**config.mk**
```make
export PLATFORM = sky130hd
export DESIGN_NAME = can_fc_classifier
export DESIGN_NICKNAME = d
export VERILOG_FILES = /design/src/rtl/can_fc_classifier.sv
export SDC_FILE = /design/constraint.sdc
export NUM_CORES = 1
export LEC_CHECK = 0
export ABC_AREA = 0
export ABC_CLOCK_PERIOD_IN_PS = 3100
export BUFFER_PORTS_ARGS = -buffer_cell sky130_fd_sc_hd__clkbuf_2
export CAP_MARGIN = 30
export CORE_MARGIN = 3
export CORE_UTILIZATION = 40
export CTS_CLUSTER_SIZE = 16
export DETAILED_ROUTE_END_ITERATION = 10
export PLACE_DENSITY = 0.73
export REMOVE_ABC_BUFFERS = 1
export SYNTH_ARGS = -nofsm -noshare
export SYNTH_HDL_FRONTEND = slang
export SYNTH_SLANG_ARGS = --single-unit
```
**constraint.sdc**
```tcl
create_clock -name clk -period 3.1 [get_ports clk]
set_input_delay 0.155 -clock clk [delete_from_list [all_inputs] [get_ports clk]]
set_output_delay 0.155 -clock clk [all_outputs]
set_load 0.01 [all_outputs]
```
**src/rtl/can_fc_classifier.sv**
```systemverilog
module can_fc_classifier #(
  parameter int CNT_W = 8
) (
  input  logic             clk,
  input  logic             rst_n,
  input  logic             sample,
  input  logic [7:0]       err_flags,
  input  logic [7:0]       stat_flags,
  input  logic [CNT_W-1:0] tx_cnt,
  input  logic [CNT_W-1:0] rx_cnt,
  input  logic             bus_err_irq,
  input  logic             report_en,
  input  logic             auto_restart,
  input  logic             restart,
  output logic [1:0]       fc_state,
  output logic             chg_evt,
  output logic             chg_tx,
  output logic             chg_rx,
  output logic [CNT_W-1:0] evt_tx_cnt,
  output logic [CNT_W-1:0] evt_rx_cnt,
  output logic             cause_vld,
  output logic [4:0]       cause,
  output logic             sleep_req,
  output logic             halted
);
  localparam logic [1:0] ST_ACT = 2'd0, ST_WARN = 2'd1, ST_PASS = 2'd2, ST_OFF = 2'd3;

  logic [1:0] nxt_state;
  logic       proc, differs, to_halt, prot_hit;
  logic [4:0] pick;

  assign proc     = sample && !halted && !restart;
  assign nxt_state = err_flags[7]        ? ST_OFF  :
                     (|err_flags[6:5])   ? ST_PASS :
                     stat_flags[4]       ? ST_WARN : ST_ACT;
  assign differs  = nxt_state != fc_state;
  assign to_halt  = differs && nxt_state == ST_OFF && !auto_restart;
  assign prot_hit = bus_err_irq && report_en && (|err_flags[4:0]);

  always_comb begin
    pick = 5'b0;
    if      (err_flags[4]) pick[4] = 1'b1;
    else if (err_flags[3]) pick[3] = 1'b1;
    else if (err_flags[0]) pick[2] = 1'b1;
    else if (err_flags[2]) pick[1] = 1'b1;
    else if (err_flags[1]) pick[0] = 1'b1;
  end

  always_ff @(posedge clk) begin
    if (!rst_n) begin
      fc_state   <= ST_ACT;
      chg_evt    <= 1'b0;
      chg_tx     <= 1'b0;
      chg_rx     <= 1'b0;
      evt_tx_cnt <= '0;
      evt_rx_cnt <= '0;
      cause_vld  <= 1'b0;
      cause      <= 5'b0;
      sleep_req  <= 1'b0;
      halted     <= 1'b0;
    end else begin
      chg_evt   <= 1'b0;
      cause_vld <= 1'b0;
      sleep_req <= 1'b0;
      if (restart) begin
        halted   <= 1'b0;
        fc_state <= ST_ACT;
      end else if (proc) begin
        if (differs) begin
          fc_state   <= nxt_state;
          chg_evt    <= 1'b1;
          chg_tx     <= tx_cnt >= rx_cnt;
          chg_rx     <= tx_cnt <= rx_cnt;
          evt_tx_cnt <= tx_cnt;
          evt_rx_cnt <= rx_cnt;
        end
        if (to_halt) begin
          halted    <= 1'b1;
          sleep_req <= 1'b1;
        end else if (prot_hit) begin
          cause_vld <= 1'b1;
          cause     <= pick;
        end
      end
    end
  end

  p_evt_side_r6: assert property (@(posedge clk) disable iff (!rst_n)
    chg_evt |-> (chg_tx || chg_rx));
  p_evt_changed_r5: assert property (@(posedge clk) disable iff (!rst_n)
    chg_evt |-> fc_state != $past(fc_state));
  p_cause_onehot_r7: assert property (@(posedge clk) disable iff (!rst_n)
    cause_vld |-> $countones(cause) == 1);
  p_sleep_busoff_r8: assert property (@(posedge clk) disable iff (!rst_n)
    sleep_req |-> (halted && fc_state == ST_OFF && !cause_vld));
  p_halt_freeze_r8: assert property (@(posedge clk) disable iff (!rst_n)
    (halted && !restart) |=> ($stable(fc_state) && !chg_evt));
  p_restart_clear_r9: assert property (@(posedge clk) disable iff (!rst_n)
    restart |=> (!halted && fc_state == ST_ACT && !chg_evt));
  p_idle_r10: assert property (@(posedge clk) disable iff (!rst_n)
    (!sample && !restart) |=> ($stable(fc_state) && !chg_evt && !cause_vld));
endmodule

```
==> impl_metrics.py, run 1 <==
metrics = {
    "routing": {
        "via_count": 1158,
        "vias_per_cell": 4.614,
        "routed_wl_um": 2741,
        "dr.max_layer_used": "met4",
        "route.met2.wl_um": 1250,
        "drt-pass1-iter-count": 3,
        "wl_met3_um": 181,
        "drc_errors": 0,
        "wl_per_cell_um": 10.92,
        "routedLengthMet1_um": 1259,
        "dr.first_iter.drc_count": 73,
        "antenna_left": 0,
    },
    "worst_setup_path": {
        "setup.worst_path.end_class": "flip-flop",
        "slowest_stage": "or3b_4",
        "crit_fanout": 22,
        "ff2ff_setup_slack_ns": 1.38,
        "max_stage_delay_ns": 0.43,
        "path_buf_inv": 1,
        "start_kind": "flip-flop",
        "critPathKind": "reg -> reg",
        "crit_chain": "or3b_4 -> a211oi_4 -> buf_4 -> mux2i_1 -> nor2_1",
        "path_delay_family": "simple AND/OR/NAND/NOR gates",
        "reg2reg_from": "halted$_SDFFE_PP0P_",
        "r2r_end": "evt_tx_cnt[6]$_SDFFE_PN0P_",
        "required_ns": 3.28,
        "arrival_ns": 1.90,
        "ff2ff_path_depth": 5,
    },
    "power_and_ir_drop": {
        "ir_drop_mv": 0.2433,
        "p_per_area_nw_per_um2": 442.8,
        "finalPower_mw": 0.7729,
        "leakage_nw": 0.8512,
    },
    "sta": {
        "finalMaxSlewViolations": 0,
        "skew_ns": 0.004152,
        "setup_viol": 0,
        "hold_slack_ns": 0.08831,
        "relSlewSlack_pct": 53.20,
        "layout_min_cycle_time_ns": 1.716,
        "finalCritPeriodShare_pct": 55.36,
        "rsz0062_at_grt": "false",
        "timing.setup.tns_ns": 0,
        "fmax_ghz": 0.5827,
        "hold_violations": 0,
        "worst_pin_slew_ns": 0.7012,
        "fin_ws_ns": 1.384,
    },
    "final_layout": {
        "n_antenna_cell": 0,
        "layout.nets": 253,
        "fin_area_um2": 1745,
        "fin_util_pct": 55.80,
        "drive_gt1_share_pct": 36.23,
        "final_cells": 251,
        "area_growth_pct": 30.74,
    },
    "clocking": {
        "cts-root-buf": "clkbuf_4",
        "hold_buffers": 0,
        "htree_levels": 2,
        "cts_made_buffers": 5,
        "cts.sinks": 29,
        "cts_tree": "yes",
        "cts_setup_buffers": 0,
        "clockBufferDepth": 2,
        "clk_latency_ns": 0.32,
        "clkSlewWorstSetupHoldPaths_ns": 0.09,
        "cts.repair.resized": 0,
    },
    "grt": {
        "grt_pass1_wl_um": 4692,
        "antenna_found_initial": 0,
        "grt-ovfl-total": 0,
        "grt_use_total_pct": 14.48,
        "grt_pass1_vias": 1080,
        "grt_max_degree": 23,
    },
    "logic_synthesis": {
        "synthCells": 142,
        "avgSynthCellArea_um2": 9.402,
        "synth_top_family_by_area": "simple AND/OR/NAND/NOR gates",
        "synth-simple-area-share_pct": 22.12,
        "synth_compound_area_share_pct": 8.716,
        "synth_area_um2": 1335,
        "ys_ff_latch": 29,
        "synth_mux_area_share_pct": 12.75,
        "synth_cell_types": 33,
        "synth_xor_area_share_pct": 0.6560,
        "yosysWarningCount": 0,
        "yosysSeqAreaShare_pct": 43.49,
        "synth_fa_ha_area_share_pct": 7.498,
    },
    "die": {
        "dieHeight_um": 63.77,
        "initial_core_util_pct": 42.68,
        "num_io_pins": 68,
        "die_w_um": 63.77,
        "die_area_um2": 4067,
        "core_um2": 3128,
        "rows": 20,
    },
    "place": {
        "io_buffers": 60,
        "post-dp-hpwl_um": 2140,
        "gp_congestion": 0.7939,
        "dp_cells": 243,
        "place_ws_ns": 1.383,
        "post_dp_cell_area_um2": 1675,
    },
    "hold_path": {
        "whs_endpoint": "evt_tx_cnt[3]$_SDFFE_PN0P_",
        "min-delay-start": "tx_cnt[3]",
        "hp-class": "in -> reg",
        "hold_depth": 3,
    },
    "run": {
        "drv_cap": 0,
    },
    "outcome": {
        "status": "completed",
    },
}
[registers in the layout, summed over array words and instances (netlist names)]
signal	flops
chg_rx	1
chg_tx	1
chg_evt	1
sleep_req	1
evt_rx_cnt	8
cause_vld	1
evt_tx_cnt	8
fc_state	2
halted	1
cause	5
[layer usage]
metal,vias to the layer above,global-route usage [%]
met5,-,0
met2,33,22.95
met4,0,5.660
met1,504,17.83
li1,615,-
met3,6,5.272
[cells by family after synthesis]
kind of cell,Yosys count
and+or+nand+nor,55
xor gates and xnor gates,1
AOI/OAI and AO/OA,19
DFF,29
adders and majority gates,8
muxes,17
buffers and inverters,13
[where the power goes]
part | total [mW] | switching [mW] | internal [mW]
Sequential | 0.396 | 0.00809 | 0.387
Combinational | 0.122 | 0.0647 | 0.0578
Clock | 0.255 | 0.124 | 0.131
[cell type report]
cell class                      instances  area, µm²
Sequential cell                        29      580.6
Clock buffer                            7      65.06
Tap cell                               44      55.05
Multi-Input combinational cell        100      698.2
Clock inverter                          1      5.005
Inverter                                9      33.78
Fill cell                             307       1383
Timing Repair Buffer                   61      307.8
[Yosys cell counts]
cell,n,area [µm²]
ha_1,8,100.1
o21a_1,1,7.510
buf_6,2,22.52
clkbuf_1,2,7.510
a21oi_1,10,50.05
nor2b_1,2,12.51
dfxtp_1,29,580.6
a211oi_1,1,7.510
nand2_1,5,18.77
nor3b_2,1,12.51
o21ai_1,3,15.01
mux2i_1,17,170.2
nand3_4,1,17.52
or3_1,2,12.51
or4b_1,1,10.01
o211ai_1,1,7.510
and2_1,1,6.260
nor3_1,5,25.02
nor4_1,1,6.260
a211oi_2,1,12.51
nand3_1,1,5.000
inv_1,9,33.78
and4_1,2,17.52
a21boi_0,1,7.510
a21oi_2,1,8.760
nand4_1,2,12.51
nor2_1,25,93.84
or3b_4,1,11.26
nand2b_1,2,12.51
and3_1,1,6.260
or2_2,1,6.260
xor2_1,1,8.760
or3b_1,1,8.760
[layout by cell type, fill, tap and decap left out, types with 2 or more instances in the layout]
cell      instances
nor2b_1           2
dfxtp_1          29
nand2b_1          2
a21oi_1          10
nor2_1           25
mux2i_1          17
nand4_1           2
clkbuf_4          5
clkbuf_2         60
clkbuf_8          2
ha_1              8
o21ai_1           3
inv_1             9
nor3_1            5
or3_1             2
nand2_1           5
and4_1            2
[worst register-to-register path, delay by kind of cell (launching register included)]
kind            cells  cell delay, ns
compound gates      1            0.16
buf+inv             1            0.34
flops               1            0.35
mux                 1            0.24
simple gates        2            0.48
[worst max path at each step]
stage | cells after the start | startpoint | end
CTS | 5 | halted$_SDFFE_PP0P_ | evt_tx_cnt[0]$_SDFFE_PN0P_
floorplan | 4 | halted$_SDFFE_PP0P_ | evt_rx_cnt[0]$_SDFFE_PN0P_
global placement | 7 | err_flags[7] | evt_tx_cnt[0]$_SDFFE_PN0P_
global route | 6 | fc_state[0]$_SDFFE_PP0P_ | evt_rx_cnt[6]$_SDFFE_PN0P_
finish | 5 | halted$_SDFFE_PP0P_ | evt_tx_cnt[6]$_SDFFE_PN0P_
detailed placement | 7 | err_flags[7] | evt_tx_cnt[0]$_SDFFE_PN0P_
No activity file was read; power rests on OpenSTA's default activity.
==> inputs of run 2 (changes only) <==
--- a/config.mk
+++ b/config.mk
@@ -5,15 +5,15 @@
 export SDC_FILE = /design/constraint.sdc
 export NUM_CORES = 1
 export LEC_CHECK = 0
-export ABC_AREA = 0
-export ABC_CLOCK_PERIOD_IN_PS = 3100
+export ABC_AREA = 1
+export ABC_CLOCK_PERIOD_IN_PS = 1600
 export BUFFER_PORTS_ARGS = -buffer_cell sky130_fd_sc_hd__clkbuf_2
 export CAP_MARGIN = 30
 export CORE_MARGIN = 3
 export CORE_UTILIZATION = 40
 export CTS_CLUSTER_SIZE = 16
 export DETAILED_ROUTE_END_ITERATION = 10
-export PLACE_DENSITY = 0.73
+export PLACE_DENSITY = 0.71
 export REMOVE_ABC_BUFFERS = 1
 export SYNTH_ARGS = -nofsm -noshare
 export SYNTH_HDL_FRONTEND = slang
==> constraint.sdc (replaced) <==
create_clock -name clk -period 1.6 [get_ports clk]
set_input_delay 0.08 -clock clk [delete_from_list [all_inputs] [get_ports clk]]
set_output_delay 0.08 -clock clk [all_outputs]
set_load 0.01 [all_outputs]
==> run 2 against run 1 <==
Against the previous run:
- power increased by 120%
- count of clock-buffer cells in the layout unchanged
- core utilization decreased by 0.66 points
- combinational power increased by 150%
- synthesized cell count increased by 48%
- global-route usage increased by 0.15 points
- sequential share of layout area decreased by 2.7 points
- clock skew about the same
==> impl_metrics.py, run 2 <==
metrics = {
    "routing": {
        "drt-pass1-iter-count": 4,
        "routedLengthMet1_um": 1503,
        "via_count": 1426,
        "wl_met3_um": 140,
        "dr.first_iter.drc_count": 61,
        "dr.max_layer_used": "met4",
        "antenna_left": 0,
        "route.met2.wl_um": 1323,
        "drc_errors": 0,
        "vias_per_cell": 4.470,
        "wl_per_cell_um": 9.517,
        "routed_wl_um": 3036,
    },
    "logic_synthesis": {
        "yosysWarningCount": 0,
        "ys_ff_latch": 29,
        "synth_area_leaders": "dfxtp_1, nand2_1, nor2_1, a21oi_1, ha_1",
        "synth-async-reset-ratio_pct": 0,
        "synth_area_um2": 1465,
        "synthCells": 210,
        "synth_cell_types": 21,
        "synth_common_cells": "nand2_1, nor2_1, dfxtp_1",
        "yosysSeqAreaShare_pct": 39.62,
        "avgSynthCellArea_um2": 6.977,
        "yosys.area.top_type": "dfxtp_1",
        "synth-main-ff-cell": "dfxtp_1",
        "synth.top_cell.area_share_pct": 39.62,
        "synth.most_common_cell": "nand2_1",
        "synth_edf_count": 0,
    },
    "worst_setup_path": {
        "setup.worst_path.end_class": "flip-flop",
        "required_ns": 1.80,
        "ff2ff_path_depth": 7,
        "crit_fanout": 6,
        "ff2ff_setup_slack_ns": 0.29,
        "start_kind": "flip-flop",
        "slowest_stage": "dfxtp_1",
        "crit_chain": "inv_1 -> nand3_1 -> nor2_1 -> nand3_1 -> inv_1 -> o21ai_0 -> a21oi_1",
        "arrival_ns": 1.50,
        "max_stage_delay_ns": 0.33,
        "critPathKind": "reg -> reg",
        "r2r_end": "cause[4]$_SDFFE_PN0P_",
        "reg2reg_from": "halted$_SDFFE_PP0P_",
    },
    "die": {
        "die_area_um2": 4425,
        "num_io_pins": 68,
        "core_um2": 3442,
        "rows": 21,
        "die_w_um": 66.52,
        "dieHeight_um": 66.52,
        "initial_core_util_pct": 42.57,
    },
    "sta": {
        "fin_ws_ns": 0.2929,
        "skew_ns": 0.003994,
        "finalMaxSlewViolations": 0,
        "rsz0062_at_grt": "false",
        "worst_pin_slew_ns": 0.2367,
        "finalCritPeriodShare_pct": 81.69,
        "layout_min_cycle_time_ns": 1.307,
        "hold_violations": 0,
        "relSlewSlack_pct": 84.16,
        "timing.setup.tns_ns": 0,
        "fmax_ghz": 0.7651,
        "setup_viol": 0,
    },
    "place": {
        "io_buffers": 60,
        "gp_congestion": 0.7227,
        "post-dp-hpwl_um": 2353,
        "place_ws_ns": 0.2996,
        "post_dp_cell_area_um2": 1812,
    },
    "final_layout": {
        "top_regs": "evt_rx_cnt: 8 flops, evt_tx_cnt: 8 flops, cause: 5 flops",
        "layout.nets": 320,
        "drive_gt1_share_pct": 26.74,
        "n_antenna_cell": 0,
        "fin_util_pct": 55.14,
        "final_cell_mix": "clkbuf_2, nand2_1, nor2_1",
        "layout_commonest_cell": "clkbuf_2",
        "area_growth_pct": 29.55,
        "fin_area_um2": 1898,
    },
    "clocking": {
        "clockBufferDepth": 2,
        "cts_tree": "yes",
        "hold_buffers": 0,
        "cts.sinks": 29,
        "cts_setup_buffers": 0,
        "htree_levels": 2,
        "cts.repair.resized": 0,
        "clkSlewWorstSetupHoldPaths_ns": 0.06,
        "clk_latency_ns": 0.27,
        "cts_made_buffers": 5,
        "cts-root-buf": "clkbuf_8",
    },
    "grt": {
        "grt_pass1_wl_um": 5043,
        "grt_max_degree": 22,
        "grt_pass1_vias": 1250,
        "grt_use_total_pct": 14.63,
        "antenna_found_initial": 0,
        "grt-ovfl-total": 0,
    },
    "hold_path": {
        "hp-class": "in -> reg",
        "hold_depth": 3,
        "min-delay-start": "err_flags[4]",
        "whs_endpoint": "cause[4]$_SDFFE_PN0P_",
    },
    "power_and_ir_drop": {
        "ir_drop_mv": 0.7481,
        "internal-power_mw": 1.234,
        "comb_power_share_pct": 18.0,
        "p_per_area_nw_per_um2": 879.0,
        "p_sw_mw": 0.4341,
        "clockPowerShare_pct": 35.2,
        "power_frac_seq_pct": 46.8,
        "finalPower_mw": 1.668,
        "switching_share_pct": 26.02,
        "leakage_nw": 1.038,
    },
    "outcome": {
        "status": "completed",
    },
    "run": {
        "drv_cap": 0,
    },
}
run 2: worst max-delay path, delay by kind of cell, from the launching register on:
| family | cells | cell delay, ns |
|---|---|---|
| AOI/OAI and AO/OA | 2 | 0.21 |
| and+or+nand+nor | 3 | 0.45 |
| DFF | 1 | 0.33 |
| buffers and inverters | 2 | 0.25 |
run 2: logic make-up after synthesis:
kind of cell	share of synthesized area (%)
buffers and inverters	10.33
AOI/OAI and AO/OA	11.36
DFF	39.62
adders and majority gates	6.832
and+or+nand+nor	31.85
run 2: worst max path at each step:
stage	startpoint	to	slack [ns]	cells after the start
after global routing	halted$_SDFFE_PP0P_	cause[4]$_SDFFE_PN0P_	0.09	7
after floorplan	halted$_SDFFE_PP0P_	fc_state[1]$_SDFFE_PP0P_	-0.09	7
after global placement	halted$_SDFFE_PP0P_	cause[1]$_SDFFE_PN0P_	0.35	7
final	halted$_SDFFE_PP0P_	cause[4]$_SDFFE_PN0P_	0.29	7
after CTS	halted$_SDFFE_PP0P_	cause[4]$_SDFFE_PN0P_	0.29	7
after detailed placement	halted$_SDFFE_PP0P_	cause[4]$_SDFFE_PN0P_	0.30	7
run 2: power groups by stage:
| stage | Combinational (mW) | Clock [mW] | Sequential, mW |
|---|---|---|---|
| after global placement | 0.298 | 0 | 0.796 |
| after detailed placement | 0.302 | 0 | 0.797 |
| after CTS | 0.303 | 0.607 | 0.781 |
| after floorplan | 0.155 | 0 | 0.815 |
| after global routing | 0.346 | 0.637 | 0.785 |
| final | 0.300 | 0.588 | 0.781 |
run 2: area by class of cell:
cell class | instances | area [µm²]
clock buffers | 7 | 86.33
multi-input cells | 147 | 733.2
repair buffers | 64 | 342.8
inverters | 26 | 97.59
well taps | 46 | 57.56
fillers | 338 | 1544
flip-flops and latches | 29 | 580.6
run 2: layer usage:
metal	up-vias	GRT usage, %
met5	-	0
met4	0	6.853
met3	6	3.541
met2	39	23.17
met1	588	18.56
li1	793	-
run 2: per-stage QoR:
step                      std cells  hold slack [ns]
after global placement          312           0.3434
after detailed placement        312           0.3512
after floorplan                 202           0.2004
after global routing            319          0.09102
after CTS                       319          0.06616
final                           319          0.07592
